[config.mk]
export PLATFORM = sky130hd
export DESIGN_NAME = dual_mode_adder
export DESIGN_NICKNAME = d
export VERILOG_FILES = /design/src/rtl/dual_mode_adder_pkg.sv /design/src/rtl/lookahead_add.sv /design/src/rtl/digit_range_detect.sv /design/src/rtl/dual_mode_adder.sv
export SDC_FILE = /design/constraint.sdc
export NUM_CORES = 1
export LEC_CHECK = 0
export ABC_AREA = 1
export BUFFER_PORTS_ARGS = -buffer_cell sky130_fd_sc_hd__buf_2
export CAP_MARGIN = 10
export CELL_PAD_IN_SITES_DETAIL_PLACEMENT = 1
export CELL_PAD_IN_SITES_GLOBAL_PLACEMENT = 1
export CORE_AREA = 2 2 39 41
export DETAILED_ROUTE_END_ITERATION = 12
export DIE_AREA = 0 0 41 43
export GPL_ROUTABILITY_DRIVEN = 0
export GPL_TIMING_DRIVEN = 0
export PLACE_DENSITY_LB_ADDON = 0.1
export SLEW_MARGIN = 20
export SYNTH_ARGS = -nofsm -noshare
export SYNTH_HDL_FRONTEND = slang
export SYNTH_HIERARCHICAL = 1
export SYNTH_SLANG_ARGS = --single-unit
export TNS_END_PERCENT = 10
[constraint.sdc]
create_clock -name vclk -period 2.8
set_input_delay 0.28 -clock vclk [all_inputs]
set_output_delay 0.28 -clock vclk [all_outputs]
set_load 0.1 [all_outputs]
[src/rtl/dual_mode_adder_pkg.sv]
package dual_mode_adder_pkg;
    localparam int DIGIT_W = 4;
    localparam int MAX_DIGIT = 9;
    localparam logic [DIGIT_W-1:0] DEC_ADJUST = DIGIT_W'(16 - (MAX_DIGIT + 1));
    localparam int N_OPS = 2;

    typedef struct packed {
        logic [DIGIT_W-1:0] sum;
        logic               carry;
        logic               bcd;
    } add_result_t;
endpackage

[src/rtl/lookahead_add.sv]
module lookahead_add #(
    parameter int W = 4
) (
    input  logic [W-1:0] a,
    input  logic [W-1:0] b,
    input  logic         cin,
    output logic [W-1:0] sum,
    output logic         cout
);
    logic [W-1:0] gen_bits;
    logic [W-1:0] prop_bits;
    logic [W:0]   carry_d;

    assign gen_bits  = a & b;
    assign prop_bits = a ^ b;

    // Each carry is a flat OR of product terms over generate/propagate.
    always_comb begin
        logic term;
        logic acc;
        carry_d[0] = cin;
        for (int i = 1; i <= W; i++) begin
            term = cin;
            for (int k = 0; k < i; k++) term = term & prop_bits[k];
            acc = term;
            for (int j = 0; j < i; j++) begin
                term = gen_bits[j];
                for (int k = j + 1; k < i; k++) term = term & prop_bits[k];
                acc = acc | term;
            end
            carry_d[i] = acc;
        end
    end

    assign sum  = prop_bits ^ carry_d[W-1:0];
    assign cout = carry_d[W];
endmodule

[src/rtl/digit_range_detect.sv]
module digit_range_detect
    import dual_mode_adder_pkg::*;
(
    input  logic [DIGIT_W-1:0] val,
    output logic               over_nine
);
    // True for 10..15: top bit set together with either middle bit.
    assign over_nine = val[3] & (val[2] | val[1]);
endmodule

[src/rtl/dual_mode_adder.sv]
module dual_mode_adder
    import dual_mode_adder_pkg::*;
(
    input  logic [DIGIT_W-1:0] op_a,
    input  logic [DIGIT_W-1:0] op_b,
    output logic [DIGIT_W-1:0] sum_o,
    output logic               carry_o,
    output logic               bcd_flag_o
);
    logic [DIGIT_W-1:0] ops [N_OPS];
    logic [N_OPS-1:0]   over_q;

    assign ops[0] = op_a;
    assign ops[1] = op_b;

    for (genvar n = 0; n < N_OPS; n++) begin : g_range
        digit_range_detect u_rng (
            .val       (ops[n]),
            .over_nine (over_q[n])
        );
    end

    logic [DIGIT_W-1:0] raw_sum;
    logic               raw_cout;
    logic [DIGIT_W-1:0] adj_sum;
    logic               adj_cout;

    lookahead_add #(.W(DIGIT_W)) u_main (
        .a    (op_a),
        .b    (op_b),
        .cin  (1'b0),
        .sum  (raw_sum),
        .cout (raw_cout)
    );

    // Speculative +6: its carry-out flags totals 10..15, raw_cout flags 16..18.
    lookahead_add #(.W(DIGIT_W)) u_adjust (
        .a    (raw_sum),
        .b    (DEC_ADJUST),
        .cin  (1'b0),
        .sum  (adj_sum),
        .cout (adj_cout)
    );

    add_result_t result_d;

    always_comb begin
        logic dec_carry;
        dec_carry       = raw_cout | adj_cout;
        result_d.bcd    = ~|over_q;
        if (result_d.bcd) begin
            result_d.carry = dec_carry;
            result_d.sum   = dec_carry ? adj_sum : raw_sum;
        end else begin
            result_d.carry = raw_cout;
            result_d.sum   = raw_sum;
        end
    end

    assign sum_o      = result_d.sum;
    assign carry_o    = result_d.carry;
    assign bcd_flag_o = result_d.bcd;
endmodule

==> impl.org, run 1 <==
** Timing
- The smallest clock period supported by the final layout is computed as 2.54 ns.
- Final Hold Slack :: 1.21 ns
- Setup violations remaining at the end of the flow were counted as 0.
- Timing would allow up to 393 MHz.
- The final hold violation count is 0.
- Summed over all failing endpoints, the final setup total negative slack is 0 ns.
- In the finished design, the share of the clock period the worst path needs comes to 90.8%.
- Setup repair after global routing missed its margin :: no
- Max-slew violations :: 0

** Finish
- Seq Cell Count :: 0
- The number of antenna diodes in the final layout is 0.
- Area of all sequential standard cells :: 0 sq um
- The top cell types in the final layout, fill and taps aside, are nand2_1, inv_1, nand3_1.
- Counting the clock-network buffers in the layout gives 0.
- Area growth from synthesis to final layout :: 35.7%
- Final-stage net count :: 119
- Of the cells placed in the final design, the portion with a size suffix greater than 1 is 20.6%.
- At the end of the flow the core is filled with cells to 46.4%.
- Leaving out fill and tap cells, the most frequent cell in the layout is nand2_1.

** Yosys
- Summing the areas of all xor and xnor instances in the mapped netlist gives 7.41% of the synthesized area.
- After Yosys synthesis, full adders, half adders and majority gates account for 34.9% of the synthesized area.
- Avg Cell Area, Syn :: 6.22 sq um
- Post-synth cell types :: 13
- Combinational family with the most area after synthesis :: simple AND/OR/NAND/NOR gates
- The synthesized netlist devotes 0% of its cell area to compound gates.
- Share of synthesized area occupied by flip-flops and latches :: 0%
- Synthesis produced a netlist whose cell count is 76.
- The synthesized netlist devotes 46.6% of its cell area to simple gates.
- Count of warnings emitted by yosys :: 6
- Multiplexer share of the synthesized area :: 0%
- After synthesis the cells add up to about 470 sq um.

** Global routing
- Overall routing resource usage :: 13.0%
- The number of antenna violations at the first check in global routing is 0.
- The first global-routing pass estimated 1680 microns of wire.
- Entering global routing, the biggest net connects 7 pins.
- For this run the aggregate overflow at the end of global routing stands at 0.
- Vias in the first global route :: roughly 440

** Floorplan
- The die covers 1760 sq um.
- The die is approximately 43 microns tall.
- Starting density of the core :: between 30% and 40%
- Pin placement for this block handled 14 I/O pins.
- Core ar. :: 1380 sq um
- Die width :: 41 microns
- FP Rows :: 14

** Power
- Share of total power in sequential cells :: 0%
- Pwr/cell area :: between 500 and 600 nW/um^2
- Combinational logic is responsible for 100.0% of the overall power.
- The analysis attributes to net switching a power of roughly 0.25 mW.
- Leakage component of the power :: 0.379 nW
- Internal power :: approximately 0.11 mW
- Net switching is 70.1% of the power.
- Per report_power, the clock group accounts for 0% of the total.
- Worst vdd rail ir drop :: 282 uV
- Total power for the finished layout comes to 0.362 mW.

** Critical path
- Data arrives at the worst endpoint at ~2.3 ns.
- The critical path is of the primary input to output port type.
- STA classifies the critical path startpoint as a primary input.
- Along the worst path, the maximum fanout reaches 5.
- Type of destination of the critical path :: output port
- Data on the critical path is required at its endpoint by approximately 2.5 ns.

** Status
- The run finished with clean final reports.

** Routing
- For this run, the detailed router's first-pass iteration total came to 1.
- The final layout contains routed wiring with a total length of 955 microns.
- After the first detailed-routing iteration, the DRC count stood at 0.
- Dividing the detail-routed wire length by the instance count gives about 8.5 microns.
- The final route contains 497 vias.
- The count of nets left with antenna violations once routing finished came out at 0.
- Number of remaining DRC errors :: 0
- After detailed routing, the number of vias per cell comes to 4.40.

** Placement
- In this run the tool buffered the top-level ports with 14 buffer cells.
- DPL Wire Length :: 852 microns

** Worst hold path
- In this run the worst hold path is classified as primary input to output port.

** Clocking
- The number of hold buffers added after CTS was 0.

** Run
- The tool flagged a number of max-cap violations equal to 0.
-- path summary, 6_finish.rpt --
check                 endpoint  depth (start not counted)     from  slack (ns)
worst max-delay path  sum_o[1]                         16  op_b[1]        0.26
worst min-delay path  sum_o[1]                          6  op_b[1]        1.21
-- synthesized netlist by cell type --
cell     instances  share of area (%)
nand2_2          1                1.3
inv_1           12                9.5
nor2_1           4                3.2
ha_1            10                 26
conb_1           2                1.6
nand2_1         25                 20
nor2_4           1                2.4
xor2_1           4                7.4
nand3_1         10                 11
nand4_1          2                2.6
nand3_2          2                4.2
fa_1             2                8.5
nand2_4          1                2.4
-- through the flow --
stage	worst slack, ns	cell area [sq um]	std cells
global placement	-0.0106	589	113
detailed placement	-0.0147	589	113
global route	0.0302	642	113
finish	0.257	642	113
floorplan	0.0996	499	83
CTS	0.0601	599	113
-- layer usage --
layer | GRT usage [%] | up-vias | part of all wire [%]
met5 | 0 | - | 0
met4 | 0 | 0 | 0
met3 | 0 | 0 | 3.6
met2 | 23.4 | 9 | 48
met1 | 17.6 | 214 | 48
li1 | - | 274 | -
-- critical path: stages --
cell and delay (ns):
buf_2 0.12, ha_4 0.29, nand2_1 0.06, nand3_2 0.08
xor2_1 0.20, ha_1 0.31, nand2_1 0.08, nand4_1 0.12
nand2_1 0.08, nand2_1 0.04, inv_1 0.05, nand2_2 0.09
nand2_4 0.10, nand2_1 0.05, nand2_1 0.08, buf_6 0.22
-- cells by family (layout without fill, tap and decap cells) --
kind of cell,Yosys count,count (layout)
other cells,2,9
buf+inv,12,26
xor+xnor,4,4
fa+ha+maj,12,12
simple gates,46,46
-- area by class of cell --
| cell class | count | area [sq um] |
|---|---|---|
| inverters | 12 | 45.0 |
| repair buffers | 14 | 110 |
| well taps | 16 | 20.0 |
| fillers | 201 | 742 |
| multi-input cells | 71 | 467 |
-- repair_timing --
action,in CTS,in global routing
gates resized for setup,4,9
cloned,0,0
setup buffers,0,0
endpoints found under the setup margin,4,5
-- power by group through the flow --
stage | Combinational (mW) | Sequential (mW) | Clock [mW]
after floorplan | 0.275 | 0 | 0
after global placement | 0.319 | 0 | 0
after detailed placement | 0.322 | 0 | 0
after CTS | 0.333 | 0 | 0
after global routing | 0.396 | 0 | 0
final | 0.362 | 0 | 0
No activity file was read; power rests on OpenSTA's default activity.
==> run 2, diff against run 1 <==
==> constraint.sdc (replaced) <==
create_clock -name vclk -period 2.8
set_input_delay 0.84 -clock vclk [all_inputs]
set_output_delay 0.84 -clock vclk [all_outputs]
set_load 0.1 [all_outputs]
==> run 2 against run 1 <==
  * The flow now finishes with violations (negative setup slack)
  * Cell area grew 54%
  * Clock-buffer cell count unchanged
  * Non-clock buffer count grew 6
  * Core utilization rose by 25 points
  * Highest routed layer is now met4
  * Sequential share of layout area unchanged
  * Critical path depth unchanged
  * Total power is 58% higher
  * Die area unchanged
  * Critical endpoint unchanged
  * Routed wire length is 87% higher
  * Final cell count increased by 5.3%
  * Critical path type unchanged
==> impl.org, run 2 (synthesized netlist as in run 1, its figures left out) <==
** Status
- Outcome :: complete, but fails checks
- Violations in the final reports :: negative setup slack

** Global routing
- Wire length of the first global-routing pass :: 2770 microns (+65%)
- GR Overflow Total :: 0 (unchanged)
- Vias in the first global route :: 641 (+47%)
- The global router's overall resource usage is 23.0% (+10 points).
- The largest net degree at the start of global routing was 7 (unchanged).
- The number of antenna violations at the first check in global routing was 0 (unchanged).

** Floorplan
- The number of top-level pins was 14 (unchanged).
- Die width :: 41 microns (unchanged)
- Core ar. :: 1380 sq um (unchanged)
- The height of the chip is 43 microns (unchanged).
- The die footprint is 1760 sq um (unchanged).
- The initial core utilization is 34.2% (unchanged).
- The number of placement rows came to 14 (unchanged).

** Timing
- The count of pins over their slew limit was 0 (unchanged).
- The accumulated negative setup slack came to -3.78 ns (-3.78 ns).
- The worst setup slack after layout came to -0.781 ns (-1.04 ns).
- The period utilization came to 128% (+37 points).
- Setup violators final :: 5 (+5)
- The final hold violation count was 0 (unchanged).
- Setup repair after global routing missed its margin :: yes
- Final Critical Period :: 3.58 ns (+1.04 ns)
- Maximum achievable frequency :: 279 MHz (-29%)

** Worst hold path
- Hold WC Path Type :: primary input to output port
- The number of cells on the worst hold path was 7 (+1).

** Routing
- The sum of routed wire segments on met1 is 639 microns (+38%).
- The detailed route wirelength on metal2 was 1060 microns (+130%).
- Initial drt markers :: 3 (+3)
- Number of remaining DRC errors :: 0 (unchanged)
- Total detailed-routing wirelength :: 1780 microns (+87%)
- The detailed router used layers up to and including met4.
- The met3 layer wire length in the routed design was 38 microns (+12%).
- Routed length per placed instance :: 15.0 microns (+77%)
- The number of antenna-violating nets in the routed design came to 0 (unchanged).
- The detailed-routing iteration count for the pre-antenna-repair pass came to 4 (+3).
- Via Count :: 577 (+16%)
- Via count normalized by instance count :: 4.85 (+10%)

** Power
- The total power divided by cell area is 581 nW/um^2 (+3.0%).
- Psw :: 0.355 mW (+40%)
- Worst vdd rail ir drop :: 296 uV (+4.7%)
- Leakage component of the power :: 0.466 nW (+23%)
- Net switching fraction of the power :: 61.9% (-8.2 points)
- The cell-internal power is 0.218 mW (+100%).
- The relative contribution of sequential cells to total power came to 0% (unchanged).
- Clock network power share :: 0% (unchanged)
- Comb pwr share :: 100.0% (about the same)

** Finish
- The final layout net count came to 125 (+5.0%).
- Most common cell after layout, fill and taps aside :: nand2_1
- The count of antenna diodes in the layout was 0 (unchanged).
- In the layout the commonest cells are nand2_1, inv_1, conb_1.
- Area of all sequential standard cells :: 0 sq um (unchanged)
- Share of cells above drive strength 1 :: 49.5% (+29 points)
- Area growth from synthesis to final layout :: 109%
- Count of clock buffers in the final design :: 0 (unchanged)
- Count of placed standard cells in the final layout, fillers left out :: 119 (+5.3%)
- The sequential cell count was 0 (unchanged).
- The total of fill cells in the finished design is 152 (-24%).

** Clocking
- The hold buffer count at cts came to 0 (unchanged).

** Critical path
- The arrival time of the worst setup path is 2.74 ns (+0.48 ns).
- Following the worst setup path forward leads to its endpoint at sum_o[1].
- CP Launch Type :: primary input
- Start-to-end type of the worst setup path :: primary input to output port
- In this design, the critical path's most frequently occurring cell is nand2_4.
- CP startpoint :: op_b[1]
- Type of destination of the critical path :: output port
- Cells along the critical path :: buf_8 > ha_4 > nand2_4 > nand3_4 > xor2_4 > ha_4 > nand2_2 > nand4_1 > nand2_1 > nand2_1 > inv_2 > nand2_4 > nand2_8 > nand2_4 > nand2_8 > buf_12
- The required time at the endpoint of the critical path came to 1.96 ns (-0.56 ns).
- Critical path's slowest cell :: ha_4
- The longest individual stage delay on the worst path came to 0.27 ns (-0.04 ns).
- Critical Path Fanout Max :: 5 (unchanged)

** Placement
- Cell count after placement :: 113 (unchanged)
- The number of port buffers was 14 (unchanged).
- DPL Wire Length :: 1050 microns (+24%)

** Run
- The max-capacitance violation count is 0 (unchanged).
## run 2: changes by cell type in the layout (fill, tap and decap cells not counted), moves of 2 or more
| cell | delta |
|---|---|
| nand2_1 | -12 |
| nand2_8 | +7 |
| buf_4 | +6 |
| ha_1 | -5 |
| buf_12 | +4 |
| nand2_4 | +4 |
| nand3_1 | -4 |
| ha_4 | +3 |
| nand3_2 | +3 |
| buf_2 | -2 |
| buf_6 | -2 |
| ha_2 | +2 |
| xor2_1 | -2 |
## run 2: worst min path at each step
stage,from,end,slack (ns)
after floorplan,op_a[2],bcd_flag_o,2.04
after global placement,op_a[3],bcd_flag_o,2.39
after detailed placement,op_a[3],bcd_flag_o,2.39
after CTS,op_b[3],carry_o,2.36
after global routing,op_b[3],carry_o,2.43
final,op_b[3],carry_o,2.36
## run 2: per-stage QoR
step | cell area (sq um) | setup slack (ns) | total power, mW | util, % | hold slack (ns)
3_3_place_gp | 797 | -1.18 | 0.425 | 57.6 | 2.39
5_1_grt | 987 | -0.903 | 0.604 | 71.3 | 2.43
6_report | 987 | -0.781 | 0.573 | 71.3 | 2.36
2_1_floorplan | 707 | -0.389 | 0.382 | - | 2.04
4_1_cts | 956 | -0.756 | 0.532 | 69.1 | 2.36
3_5_place_dp | 797 | -1.25 | 0.433 | 57.6 | 2.39
## run 2: critical path, delay by kind of cell
kind / cells / cell delay [ns]
xor gates and xnor gates: 1 / 0.19
adders and majority gates: 2 / 0.50
buffers and inverters: 3 / 0.34
and+or+nand+nor: 10 / 0.86
## run 2: per-layer routing
| layer | GRT usage [%] | up-vias |
|---|---|---|
| met3 | 1.05 | 4 |
| li1 | - | 282 |
| met2 | 45.0 | 16 |
| met4 | 6.67 | 0 |
| met5 | 0 | - |
| met1 | 23.6 | 275 |
## run 2: repair_timing
| item | 4_1_cts | 5_1_grt |
|---|---|---|
| setup endpoints to repair | 5 | 6 |
| resized for setup | 29 | 3 |
| setup buffers | 4 | 2 |
| pin swaps | 16 | 6 |
| hold endpoints to repair | 0 | 0 |
## run 2: cell type report
| class | count | area, sq um | share of cell area [%] |
|---|---|---|---|
| well taps | 16 | 20.0 | 2.03 |
| repair buffers | 20 | 210 | 21.3 |
| inverters | 12 | 45.0 | 4.56 |
| multi-input cells | 71 | 712 | 72.1 |
## run 2: power groups by stage
| stage | sequential (mW) | combinational [mW] | clock [mW] |
|---|---|---|---|
| finish | 0 | 0.573 | 0 |
| global route | 0 | 0.604 | 0 |
| CTS | 0 | 0.532 | 0 |
| detailed placement | 0 | 0.433 | 0 |
| global placement | 0 | 0.425 | 0 |
| floorplan | 0 | 0.382 | 0 |
==> run 3, diff against run 2 <==
--- a/config.mk
+++ b/config.mk
@@ -19,6 +19,5 @@
 export SLEW_MARGIN = 20
 export SYNTH_ARGS = -nofsm -noshare
 export SYNTH_HDL_FRONTEND = slang
-export SYNTH_HIERARCHICAL = 1
 export SYNTH_SLANG_ARGS = --single-unit
 export TNS_END_PERCENT = 10
==> run 3 against run 2 <==
  * The run still ends with negative setup slack left
  * Critical path depth did not move
  * Final cell count fell by 24%
  * Flip-flop and latch count did not move
  * Largest cell class unchanged
  * Largest power group unchanged
==> impl.org, run 3 <==
** Power
- Leakage component of the power :: 0.347 nW (-26%)
- The switching component of the power came to 0.205 mW (-42%).
- Pwr/cell area :: 509 nW/um^2 (-12%)
- The worst vdd rail ir drop was 188 uV (-36%).
- Post-route total power :: 0.331 mW (-42%)
- The cell-internal power is 0.126 mW (-42%).
- The switching share of power came to 62.0% (about the same).
- Share of total power in sequential cells :: 0% (unchanged)
- The combinational group share of total power was 100.0% (about the same).
- Clock network power share :: 0% (unchanged)

** Finish
- Final-stage net count :: 92 (-26%)
- Share of cells above drive strength 1 :: 62.2% (+13 points)
- The total of fill cells in the finished design is 174 (+14%).
- Commonest cells after routing, fill and taps aside :: nand2_1, buf_4, buf_2
- The library cell used most frequently in the layout, excluding fill and tap cells, is nand2_1.
- The number of clock buffers in the layout came to 0 (unchanged).
- The sequential cell count was 0 (unchanged).
- Antenna diodes :: 0 (unchanged)
- The area occupied by registers is 0 sq um (unchanged).
- The final cell area excluding filler cells came to 651 sq um (-34%).
- The area growth from synthesis to layout is 106%.

** Status
- The run finished, with violations left.
- Violations in the final reports :: negative setup slack

** Routing
- Initial drt markers :: 0 (-3)
- The final routed wire length divided by cell count came to 9.61 microns (-36%).
- The post-detailed-route DRC marker count came to 0 (unchanged).
- Total detailed-routing wirelength :: 865 microns (-52%)
- The via count normalized by instance count was 4.51 (-7.0%).
- The total vias in the final route is 406 (-30%).
- Post-detailed-route count of antenna-violating nets :: 0 (unchanged)
- First-pass detailed-route iteration total :: 1 (-3)

** Critical path
- Critical Path Fanout Max :: 2 (-3)
- The required time at the endpoint of the critical path was 1.96 ns (about the same).
- CP startpoint :: op_b[0]
- The worst setup path is launched from a primary input.
- The number of buffers and inverters on the critical path is 10 (+7).
- The longest individual stage delay on the worst path was 0.34 ns (+0.07 ns).
- The worst setup path is captured at an output port.
- Family of cells with the greatest summed delay on the critical path :: buffers and inverters
- Among the stages of the critical path, the cell type that occurs most often is buf_4.
- Critical path's slowest cell :: fa_2
- Arrival @ worst endpoint :: 2.68 ns (-0.06 ns)
- Walking the worst path, the cells encountered are buf_6 > ha_4 > inv_2 > fa_2 > nand2_2 > nand2_4 > buf_4 > buf_4 > buf_4 > buf_4 > buf_4 > buf_4 > buf_6 > nand2_2 > nand2_2 > buf_12.
- The worst setup path is of the primary input to output port kind.

** Floorplan
- The floorplan die width was 41 microns (unchanged).
- Core ar. :: 1380 sq um (unchanged)
- Floorplan die height :: 43 microns (unchanged)
- The initial core utilization is 22.9% (-11 points).
- Boundary pin count :: 14 (unchanged)
- Area enclosed by the die boundary :: 1760 sq um (unchanged)
- FP Rows :: 14 (unchanged)

** Placement
- The worst-case setup slack after placement came to -1.04 ns (+0.214 ns).
- The area of placed instances was 457 sq um (-43%).
- DPL Wire Length :: 692 microns (-34%)
- Number of input and output port buffers inserted :: 14 (unchanged)

** Yosys
- Top cells by instance count after synthesis :: nand2_1, inv_1, ha_1
- Dominant cell by count in the synthesized netlist :: nand2_1
- The count of warnings emitted by yosys was 0 (-6).
- Summed instance area of the synthesized netlist :: 317 sq um (-33%)
- Cell types with the largest area share after synthesis :: ha_1, nand2_1, inv_1, fa_1, nand3_1
- The number of distinct library cell variants in the gate-level netlist after synthesis is 12 (-1).
- Net count after synthesis :: 66
- Synthesized netlist cell count :: 50 (-34%)
- The fraction of synthesized cell area taken by the top area cell type was 27.7% (+1.2 points).
- Avg Cell Area, Syn :: 6.33 sq um (+1.7%)
- Share of synthesized area occupied by flip-flops and latches :: 0% (unchanged)
- ha_1 takes more of the synthesized area than any other cell.

** Timing
- Hold violation total from the final report :: 0 (unchanged)
- Share of the clock period used by the worst path :: 126% (-2.3 points)
- The clock period minus final worst setup slack is 3.52 ns (-0.0640 ns).
- The count of pins over their slew limit came to 0 (unchanged).
- Setup repair after global routing could not meet its margin everywhere.
- Headroom to the max-slew limit came out at 67.9%.
- Slew at the pin closest to its max-slew limit :: 0.484 ns
- Final Hold Slack :: 2.21 ns (-0.157 ns)
- Setup violators final :: 4 (-1)
- Maximum achievable frequency :: 284 MHz (+1.8%)
- The accumulated negative setup slack was -2.54 ns (+1.25 ns).
- The worst setup slack after layout was -0.717 ns (+0.0640 ns).

** Global routing
- The wire length of the first global-routing pass is 1420 microns (-49%).
- The number of global-route vias before repair was 379 (-41%).
- Overall routing resource usage :: 10.9% (-12 points)
- Pin count of the biggest net entering global routing :: 5 (-2)
- GR Overflow Total :: 0 (unchanged)
- Number of antenna violations at the first check in global routing :: 0 (unchanged)

** Worst hold path
- Hold wc startpoint :: op_a[0]
- Hold WC Path Type :: primary input to output port
- Worst hold path stage count :: 3 (-4)
- Worst min-delay path endpoint :: sum_o[0]

** Run
- Total of max-cap violations :: 0 (unchanged)

** Clocking
- Hold-fix buffers at CTS :: 0 (unchanged)
## run 3: per-layer routing
metal  wire, microns  GRT usage, %  share of wire, %  vias to the layer above
met1             331          12.4                38                      191
met2             495          21.9                57                       11
met5               0             0                 0                        -
li1                -             -                 -                      204
met3              37             0               4.3                        0
met4               0             0                 0                        0
## run 3: worst max-delay path by stage
| stage | end | slack, ns | cells after the start |
|---|---|---|---|
| 2_1_floorplan | sum_o[1] | -0.84 | 13 |
| 3_3_place_gp | sum_o[1] | -1.03 | 15 |
| 3_5_place_dp | sum_o[1] | -1.04 | 15 |
| 4_1_cts | sum_o[1] | -0.74 | 15 |
| 5_1_grt | sum_o[2] | -0.78 | 16 |
| 6_report | sum_o[2] | -0.72 | 16 |
## run 3: stage by stage
| stage | util [%] | instances |
|---|---|---|
| after floorplan | - | 50 |
| after detailed placement | 33.0 | 80 |
| after global placement | 33.0 | 80 |
| after CTS | 45.1 | 89 |
| after global routing | 47.0 | 90 |
| final | 47.0 | 90 |
## run 3: cell families (layout without fill, tap and decap cells)
kind of cell | Yosys count | count (layout) | share of synthesized area (%)
AND/OR/NAND/NOR | 26 | 26 | 40.3
buffers and inverters | 11 | 35 | 13.0
adder cells (fa/ha/maj) | 8 | 8 | 34.0
AO/OA/AOI/OAI | 4 | 4 | 9.88
XOR/XNOR | 1 | 1 | 2.77
## run 3: worst min-delay path: stages
cell	delay, ns
buf_6	0.07
ha_4	0.18
buf_2	0.28
## run 3: layout make-up
cell class                 count  area [sq um]  area share [%]
inverter                      11          41.3            6.35
tap                           16          20.0            3.08
timing repair buffer          24           221            34.0
multi-input combinational     39           368            56.5
## run 3: timing repair
action / 4_1_cts / 5_1_grt
gates cloned: 0 / 0
pin swaps: 7 / 3
endpoints found under the setup margin: 4 / 4
buffers inserted: 9 / 1
resized for setup: 25 / 6
## run 3: power groups by stage
stage / clock (mW) / combinational (mW) / sequential (mW)
2_1_floorplan: 0 / 0.203 / 0
4_1_cts: 0 / 0.317 / 0
6_report: 0 / 0.331 / 0
5_1_grt: 0 / 0.350 / 0
3_3_place_gp: 0 / 0.233 / 0
3_5_place_dp: 0 / 0.236 / 0
